**src/rtl/alu_pkg.sv**
```systemverilog
package alu_pkg;
  typedef enum logic [3:0] {
    OP_ADD  = 4'd0,  OP_ADDU = 4'd1,  OP_SUB = 4'd2,  OP_SUBU = 4'd3,
    OP_AND  = 4'd4,  OP_OR   = 4'd5,  OP_XOR = 4'd6,  OP_NOR  = 4'd7,
    OP_SLT  = 4'd8,  OP_SLTU = 4'd9,  OP_SLL = 4'd10, OP_SRL  = 4'd11,
    OP_SRA  = 4'd12, OP_LUI  = 4'd13, OP_RSV0 = 4'd14, OP_RSV1 = 4'd15
  } alu_op_e;

  // bitwise group widens its immediate with zeros
  function automatic logic op_is_bitwise(alu_op_e op);
    return (op == OP_AND) || (op == OP_OR) || (op == OP_XOR) || (op == OP_NOR);
  endfunction

  // adder runs in subtract mode for these
  function automatic logic op_uses_sub(alu_op_e op);
    return (op == OP_SUB) || (op == OP_SUBU) || (op == OP_SLT) || (op == OP_SLTU);
  endfunction

  // only the signed add/sub forms may trap
  function automatic logic op_traps(alu_op_e op);
    return (op == OP_ADD) || (op == OP_SUB);
  endfunction
endpackage

```
**src/rtl/alu_operand_prep.sv**
```systemverilog
module alu_operand_prep
  import alu_pkg::*;
#(
  parameter int DATA_W  = 32,
  parameter int IMM_W   = 16,
  parameter int SHAMT_W = $clog2(DATA_W)
) (
  input  alu_op_e             op,
  input  logic [DATA_W-1:0]   b_reg,
  input  logic [IMM_W-1:0]    imm,
  input  logic                b_imm,
  input  logic [SHAMT_W-1:0]  shamt,
  input  logic                shift_var,
  output logic [DATA_W-1:0]   b_eff,
  output logic [SHAMT_W-1:0]  sh_amt
);
  localparam int EXT_W = DATA_W - IMM_W;

  logic [DATA_W-1:0] imm_sext, imm_zext;

  assign imm_sext = {{EXT_W{imm[IMM_W-1]}}, imm};
  assign imm_zext = {{EXT_W{1'b0}}, imm};

  always_comb begin
    if (!b_imm)                 b_eff = b_reg;
    else if (op_is_bitwise(op)) b_eff = imm_zext;
    else                        b_eff = imm_sext;
  end

  // variable distance uses only the low bits of the register operand
  assign sh_amt = shift_var ? b_reg[SHAMT_W-1:0] : shamt;
endmodule

```
**src/rtl/alu_adder_unit.sv**
```systemverilog
module alu_adder_unit
  import alu_pkg::*;
#(
  parameter int DATA_W = 32
) (
  input  alu_op_e            op,
  input  logic [DATA_W-1:0]  a,
  input  logic [DATA_W-1:0]  b,
  output logic [DATA_W-1:0]  sum,
  output logic               lt_signed,
  output logic               lt_unsigned,
  output logic               ovf_trap
);
  localparam int MSB = DATA_W - 1;

  logic              do_sub;
  logic [DATA_W-1:0] b_x;
  logic [DATA_W:0]   wide;
  logic              ovf_raw;

  assign do_sub = op_uses_sub(op);
  assign b_x    = do_sub ? ~b : b;
  assign wide   = {1'b0, a} + {1'b0, b_x} + {{DATA_W{1'b0}}, do_sub};
  assign sum    = wide[MSB:0];

  // equal-sign addends whose sum flips sign cannot be represented
  assign ovf_raw  = (a[MSB] == b_x[MSB]) && (sum[MSB] != a[MSB]);
  assign ovf_trap = ovf_raw && op_traps(op);

  assign lt_unsigned = ~wide[DATA_W];
  assign lt_signed   = (a[MSB] ^ b[MSB]) ? a[MSB] : sum[MSB];
endmodule

```
**src/rtl/alu_logic_shift.sv**
```systemverilog
module alu_logic_shift
  import alu_pkg::*;
#(
  parameter int DATA_W  = 32,
  parameter int IMM_W   = 16,
  parameter int SHAMT_W = $clog2(DATA_W)
) (
  input  alu_op_e             op,
  input  logic [DATA_W-1:0]   a,
  input  logic [DATA_W-1:0]   b,
  input  logic [IMM_W-1:0]    imm,
  input  logic [SHAMT_W-1:0]  sh_amt,
  output logic [DATA_W-1:0]   logic_res,
  output logic [DATA_W-1:0]   shift_res,
  output logic [DATA_W-1:0]   lui_res
);
  localparam int LOW_W = DATA_W - IMM_W;

  logic                        left, fill;
  logic [DATA_W-1:0]           a_rev, out_rev, shin;
  logic [SHAMT_W:0][DATA_W-1:0] stg;

  always_comb begin
    unique case (op)
      OP_AND:  logic_res = a & b;
      OP_OR:   logic_res = a | b;
      OP_XOR:  logic_res = a ^ b;
      default: logic_res = ~(a | b);
    endcase
  end

  assign left = (op == OP_SLL);
  assign fill = (op == OP_SRA) && a[DATA_W-1];

  // left shift reuses the right shifter on bit-reversed data
  always_comb begin
    for (int i = 0; i < DATA_W; i++) a_rev[i] = a[DATA_W-1-i];
  end
  assign shin   = left ? a_rev : a;
  assign stg[0] = shin;

  for (genvar k = 0; k < SHAMT_W; k++) begin : g_stage
    localparam int STEP = 1 << k;
    assign stg[k+1] = sh_amt[k] ? {{STEP{fill}}, stg[k][DATA_W-1:STEP]} : stg[k];
  end

  always_comb begin
    for (int i = 0; i < DATA_W; i++) out_rev[i] = stg[SHAMT_W][DATA_W-1-i];
  end
  assign shift_res = left ? out_rev : stg[SHAMT_W];

  assign lui_res = {imm, {LOW_W{1'b0}}};
endmodule

```
**src/rtl/int_alu_top.sv**
```systemverilog
module int_alu_top
  import alu_pkg::*;
#(
  parameter int DATA_W  = 32,
  parameter int IMM_W   = 16,
  parameter int SHAMT_W = $clog2(DATA_W)
) (
  input  logic               clk,
  input  logic               rst,
  input  logic [3:0]         op_i,
  input  logic [DATA_W-1:0]  a_i,
  input  logic [DATA_W-1:0]  b_i,
  input  logic [IMM_W-1:0]   imm_i,
  input  logic               b_imm_i,
  input  logic [SHAMT_W-1:0] shamt_i,
  input  logic               shift_var_i,
  output logic [DATA_W-1:0]  res_o,
  output logic               ovf_o,
  output logic               wr_inhibit_o
);
  alu_op_e            op;
  logic [DATA_W-1:0]  b_eff, sum, logic_res, shift_res, lui_res, res_d;
  logic [SHAMT_W-1:0] sh_amt;
  logic               lt_s, lt_u, trap;

  assign op = alu_op_e'(op_i);

  alu_operand_prep #(.DATA_W(DATA_W), .IMM_W(IMM_W), .SHAMT_W(SHAMT_W)) u_prep (
    .op(op), .b_reg(b_i), .imm(imm_i), .b_imm(b_imm_i), .shamt(shamt_i),
    .shift_var(shift_var_i), .b_eff(b_eff), .sh_amt(sh_amt)
  );

  alu_adder_unit #(.DATA_W(DATA_W)) u_add (
    .op(op), .a(a_i), .b(b_eff), .sum(sum), .lt_signed(lt_s),
    .lt_unsigned(lt_u), .ovf_trap(trap)
  );

  alu_logic_shift #(.DATA_W(DATA_W), .IMM_W(IMM_W), .SHAMT_W(SHAMT_W)) u_ls (
    .op(op), .a(a_i), .b(b_eff), .imm(imm_i), .sh_amt(sh_amt),
    .logic_res(logic_res), .shift_res(shift_res), .lui_res(lui_res)
  );

  always_comb begin
    unique case (op)
      OP_ADD, OP_ADDU, OP_SUB, OP_SUBU: res_d = sum;
      OP_AND, OP_OR, OP_XOR, OP_NOR:    res_d = logic_res;
      OP_SLT:                           res_d = {{(DATA_W-1){1'b0}}, lt_s};
      OP_SLTU:                          res_d = {{(DATA_W-1){1'b0}}, lt_u};
      OP_SLL, OP_SRL, OP_SRA:           res_d = shift_res;
      OP_LUI:                           res_d = lui_res;
      default:                          res_d = '0;
    endcase
  end

  always_ff @(posedge clk) begin
    if (rst) begin
      res_o        <= '0;
      ovf_o        <= 1'b0;
      wr_inhibit_o <= 1'b0;
    end else begin
      res_o        <= res_d;
      ovf_o        <= trap;
      wr_inhibit_o <= trap;
    end
  end

  // unsigned and non-arithmetic codes never trap
  p_no_overflow_r2: assert property (@(posedge clk) disable iff (rst)
    (!$past(rst) && !op_traps(alu_op_e'($past(op_i)))) |-> !ovf_o);

  // compare results are a single bit
  p_cmp_bool_r3: assert property (@(posedge clk) disable iff (rst)
    (!$past(rst) && ($past(op_i) == OP_SLT || $past(op_i) == OP_SLTU))
      |-> (res_o[DATA_W-1:1] == '0));

  // upper-immediate load leaves the low half clear
  p_lui_low_r7: assert property (@(posedge clk) disable iff (rst)
    (!$past(rst) && $past(op_i) == OP_LUI)
      |-> (res_o == {$past(imm_i), {(DATA_W-IMM_W){1'b0}}}));

  // inhibit and overflow agree
  p_inhibit_r8: assert property (@(posedge clk) disable iff (rst)
    wr_inhibit_o == ovf_o);

  // reset leaves a cleared output stage
  p_reset_clear_r9: assert property (@(posedge clk)
    $past(rst) |-> (res_o == '0 && !ovf_o && !wr_inhibit_o));

  // reserved codes yield zero
  p_reserved_r10: assert property (@(posedge clk) disable iff (rst)
    (!$past(rst) && $past(op_i) >= 4'd14) |-> (res_o == '0 && !ovf_o));
endmodule

```
**config.mk**
```make
export PLATFORM = sky130hd
export DESIGN_NAME = int_alu_top
export DESIGN_NICKNAME = d
export VERILOG_FILES = /design/src/rtl/alu_pkg.sv /design/src/rtl/alu_operand_prep.sv /design/src/rtl/alu_adder_unit.sv /design/src/rtl/alu_logic_shift.sv /design/src/rtl/int_alu_top.sv
export SDC_FILE = /design/constraint.sdc
export NUM_CORES = 1
export LEC_CHECK = 0
export BUFFER_PORTS_ARGS = -buffer_cell sky130_fd_sc_hd__buf_4
export CAP_MARGIN = 20
export CORE_AREA = 2 2 131 133
export DETAILED_ROUTE_END_ITERATION = 12
export DIE_AREA = 0 0 133 135
export MAX_ROUTING_LAYER = met4
export PLACE_DENSITY = 0.76
export SLEW_MARGIN = 20
export SYNTH_ARGS = -nofsm -noshare
export SYNTH_HDL_FRONTEND = slang
export SYNTH_SLANG_ARGS = --single-unit
```
**constraint.sdc**
```tcl
create_clock -name clk -period 5.2 [get_ports clk]
set_input_delay 0.52 -clock clk [delete_from_list [all_inputs] [get_ports clk]]
set_output_delay 0.52 -clock clk [all_outputs]
set_load 0.02 [all_outputs]
```
==> results.md <==
- Hold buffers post-CTS: 0
- Most used DFF post-synth: dfxtp_1
- Die width: 133 µm
- Max frequency: 247.7 MHz
- Drt drc: 0
- Lkg Pwr: 4.422 nW
- Syn_area_per_cell: 7.528 µm²
- Placed cell areas: 0.009975 mm²
- Post-synth EDFFs: 0
- Design area: 0.01015 mm²
- Core Region: 0.01641 mm²
- Reg clk slew, reported paths: 0.05 ns
- Max FO, Critical Path: 33
- Yosys Warn Count: 0
- CTS sink count: 33
- Largest buffer count on any clock path: 2
- Port Buffers: 126
- Gr usage total: 0.4245
- Max Transition Viols Final: 0
- Multi-input gate area: 0.007611 mm²
- Routed len/inst: 25.48 µm
- Worst EP arrival: 4.21 ns
- CTS H-tree lvls: 2
- Final WL: 37610 µm
- Row cnt: 47
- Post-CTS sizing: 0
- Setup CP Type: primary input to flop
- Register bit total from synthesis: 33
- Setup slack at placement: 0.9525 ns
- Post-Syn Nets: 1384
- CP startpoint kind: primary input
- Antenna violations before repair: 0
- Max Cap Viol: 0
- Fin crit period: 4.037 ns
- Slowest-stage cell, CP: a211oi_1
- Total gr overflow: 0
- Outcome: complete, no violations
- Hold WC Path Type: primary input to flop
- Async SR Flop Fraction: 0
- Initial Utilization: 0.5483
- N_diodes: 0
- Fill cell count: 1537
- Largest net degree at the start of global routing: 61
- Initial DRC count: 1609
- # IOs: 127
- Top cell family by delay on the critical path: compound AO/OA/AOI/OAI gates
- Final setup vio count: 0
- Setup TNS: 0 ns
- Synth cell types: 76
- Mapped Area: 0.008996 mm²
- PwrDens: 209.7 mW/mm²
- Max stage delay on crit path: 0.47 ns
- Register area share after synthesis: 0.07344
- VDD IR-drop max: 0.0001806 V
- Layout area overhead: 12.82%
- Critical path's most frequent cell: o21ai_0
- Pre-Repair DR Iteration Count: 6
- Via count: 10.33k
- Worst-path cell chain: buf_4 > mux2i_2 > o21ai_0 > fa_1 > a21o_1 > a221o_1 > a211oi_1 > o21ai_0 > a311oi_1 > o31a_1 > o221ai_1 > o21a_1
- ANT nets after route: 0
- Hold Vio Cnt, Final: 0
- Post-Synthesis Cells: 1195
- First-pass GRT wire length: 56720 µm
- RSZ-0062 raised after global routing: no
- Drt via density: 6.997
- Largest area contributor in the netlist: ha_1
- Total CTS buffers: 5
- Vias in the first global route: 9503
- Buf/Inv on CP: 1
- CP endpoint kind: flop
- # Post-CTS Setup Buffers: 0
- FF/Latch Area: 660.6 µm²
- Worst EP required: 5.37 ns
- Top-area cell type share of the netlist area: 0.1321
- RD Place Congestion: 1.070
- Fin crit share: 0.7764
- Synth top area cells: ha_1 (13%), mux2i_1 (11%), mux4_2 (9.0%)
- Die height: 135 µm
- Nets: 1444
- Slew @ Worst Pin: 1.064 ns
- CTS root buffer: clkbuf_16
- CTS tree: built
- Slew Limit Headroom: 0.2755
- Post-route setup slack: 1.163 ns
- Ratio of cells with drive above 1 in the final layout: 0.1791
- Die Footprint: 0.01796 mm²
- Post-detail-place hpwl: 29730 µm
==> kinds of logic after synthesis <==
kind of cell,count (synthesis),synth area share
DFF,33,0.07343
buffers and inverters,182,0.08484
and+or+nand+nor,311,0.1619
AOI/OAI and AO/OA,368,0.2634
muxes,149,0.2275
xor gates and xnor gates,56,0.05452
adders and majority gates,96,0.1344
==> cells in the final DEF (no fill, tap or decap), types with 12 or more instances in the layout <==
| cell type | count |
|---|---|
| ha_1 | 95 |
| nand3_1 | 29 |
| a211oi_1 | 15 |
| mux2i_1 | 92 |
| xnor2_1 | 49 |
| nand2_1 | 111 |
| dfxtp_1 | 33 |
| mux4_2 | 36 |
| a31oi_1 | 12 |
| o22ai_1 | 17 |
| a21oi_1 | 82 |
| buf_4 | 146 |
| nor3_1 | 28 |
| nor2_1 | 73 |
| inv_1 | 89 |
| o211ai_1 | 19 |
| o21ai_0 | 107 |
==> layer usage <==
layer	global-route usage	vias up	share of wire
met5	-	-	0
met4	0.1744	0	0.052
met3	0.09760	144	0.13
met2	0.6621	795	0.44
met1	0.5319	4842	0.38
li1	-	4547	-
==> cells in the mapped netlist (6+ instances only) <==
| master | count |
|---|---|
| nand2_1 | 111 |
| o21ai_0 | 107 |
| ha_1 | 95 |
| mux2i_1 | 95 |
| inv_1 | 89 |
| a21oi_1 | 82 |
| nor2_1 | 75 |
| clkbuf_1 | 63 |
| xnor2_1 | 49 |
| mux4_2 | 36 |
| dfxtp_1 | 33 |
| nand3_1 | 29 |
| nor3_1 | 28 |
| o211ai_1 | 19 |
| o22ai_1 | 17 |
| a211oi_1 | 15 |
| buf_2 | 13 |
| a31oi_1 | 12 |
| a21o_1 | 11 |
| a221oi_1 | 11 |
| a222oi_1 | 11 |
| and3_1 | 11 |
| nor2b_1 | 10 |
| o21ai_1 | 10 |
| o221ai_1 | 10 |
| o21a_1 | 9 |
| a22oi_1 | 7 |
| buf_4 | 7 |
| mux2_2 | 7 |
| nand4_1 | 7 |
| nor4_1 | 7 |
| xor2_1 | 7 |
| and2_1 | 6 |
| mux2i_4 | 6 |
| o21bai_1 | 6 |
| o31a_1 | 6 |
==> power breakdown <==
group | internal (mW) | leakage (nW) | switching (mW)
registers | 0.281 | 0.271 | 0.00759
clock network | 0.239 | 0.0841 | 0.103
logic | 0.565 | 4.07 | 0.933
==> per-stage QoR <==
stage | power, mW | instances | hold slack [ns] | util
global placement | 1.732 | 1468 | 0.8538 | 0.6079
CTS | 2.072 | 1476 | 0.5686 | 0.6185
finish | 2.128 | 1476 | 0.5688 | 0.6186
global route | 2.235 | 1476 | 0.6138 | 0.6186
floorplan | 1.265 | 1195 | 0.6763 | -
detailed placement | 1.730 | 1468 | 0.8512 | 0.6079
==> registers in the layout (all words and copies together), names as in the netlist <==
signal / flops
wr_inhibit_o: 1
res_o: 32
==> area by class of cell <==
cell class                 count  share of cell area
timing repair buffer         146              0.1080
tap                          220             0.02712
multi-input combinational    980              0.7499
clock inverter                 1            0.002959
clock buffer                   7             0.01405
inverter                      89             0.03291
sequential                    33             0.06509
==> path summary, 6_finish.rpt <==
path	startpoint	to	slack, ns	cells after the start
hold / removal	rst	wr_inhibit_o	0.57	3
setup / recovery	b_imm_i	res_o[16]	1.16	12
(Power assumes the default switching activity.)
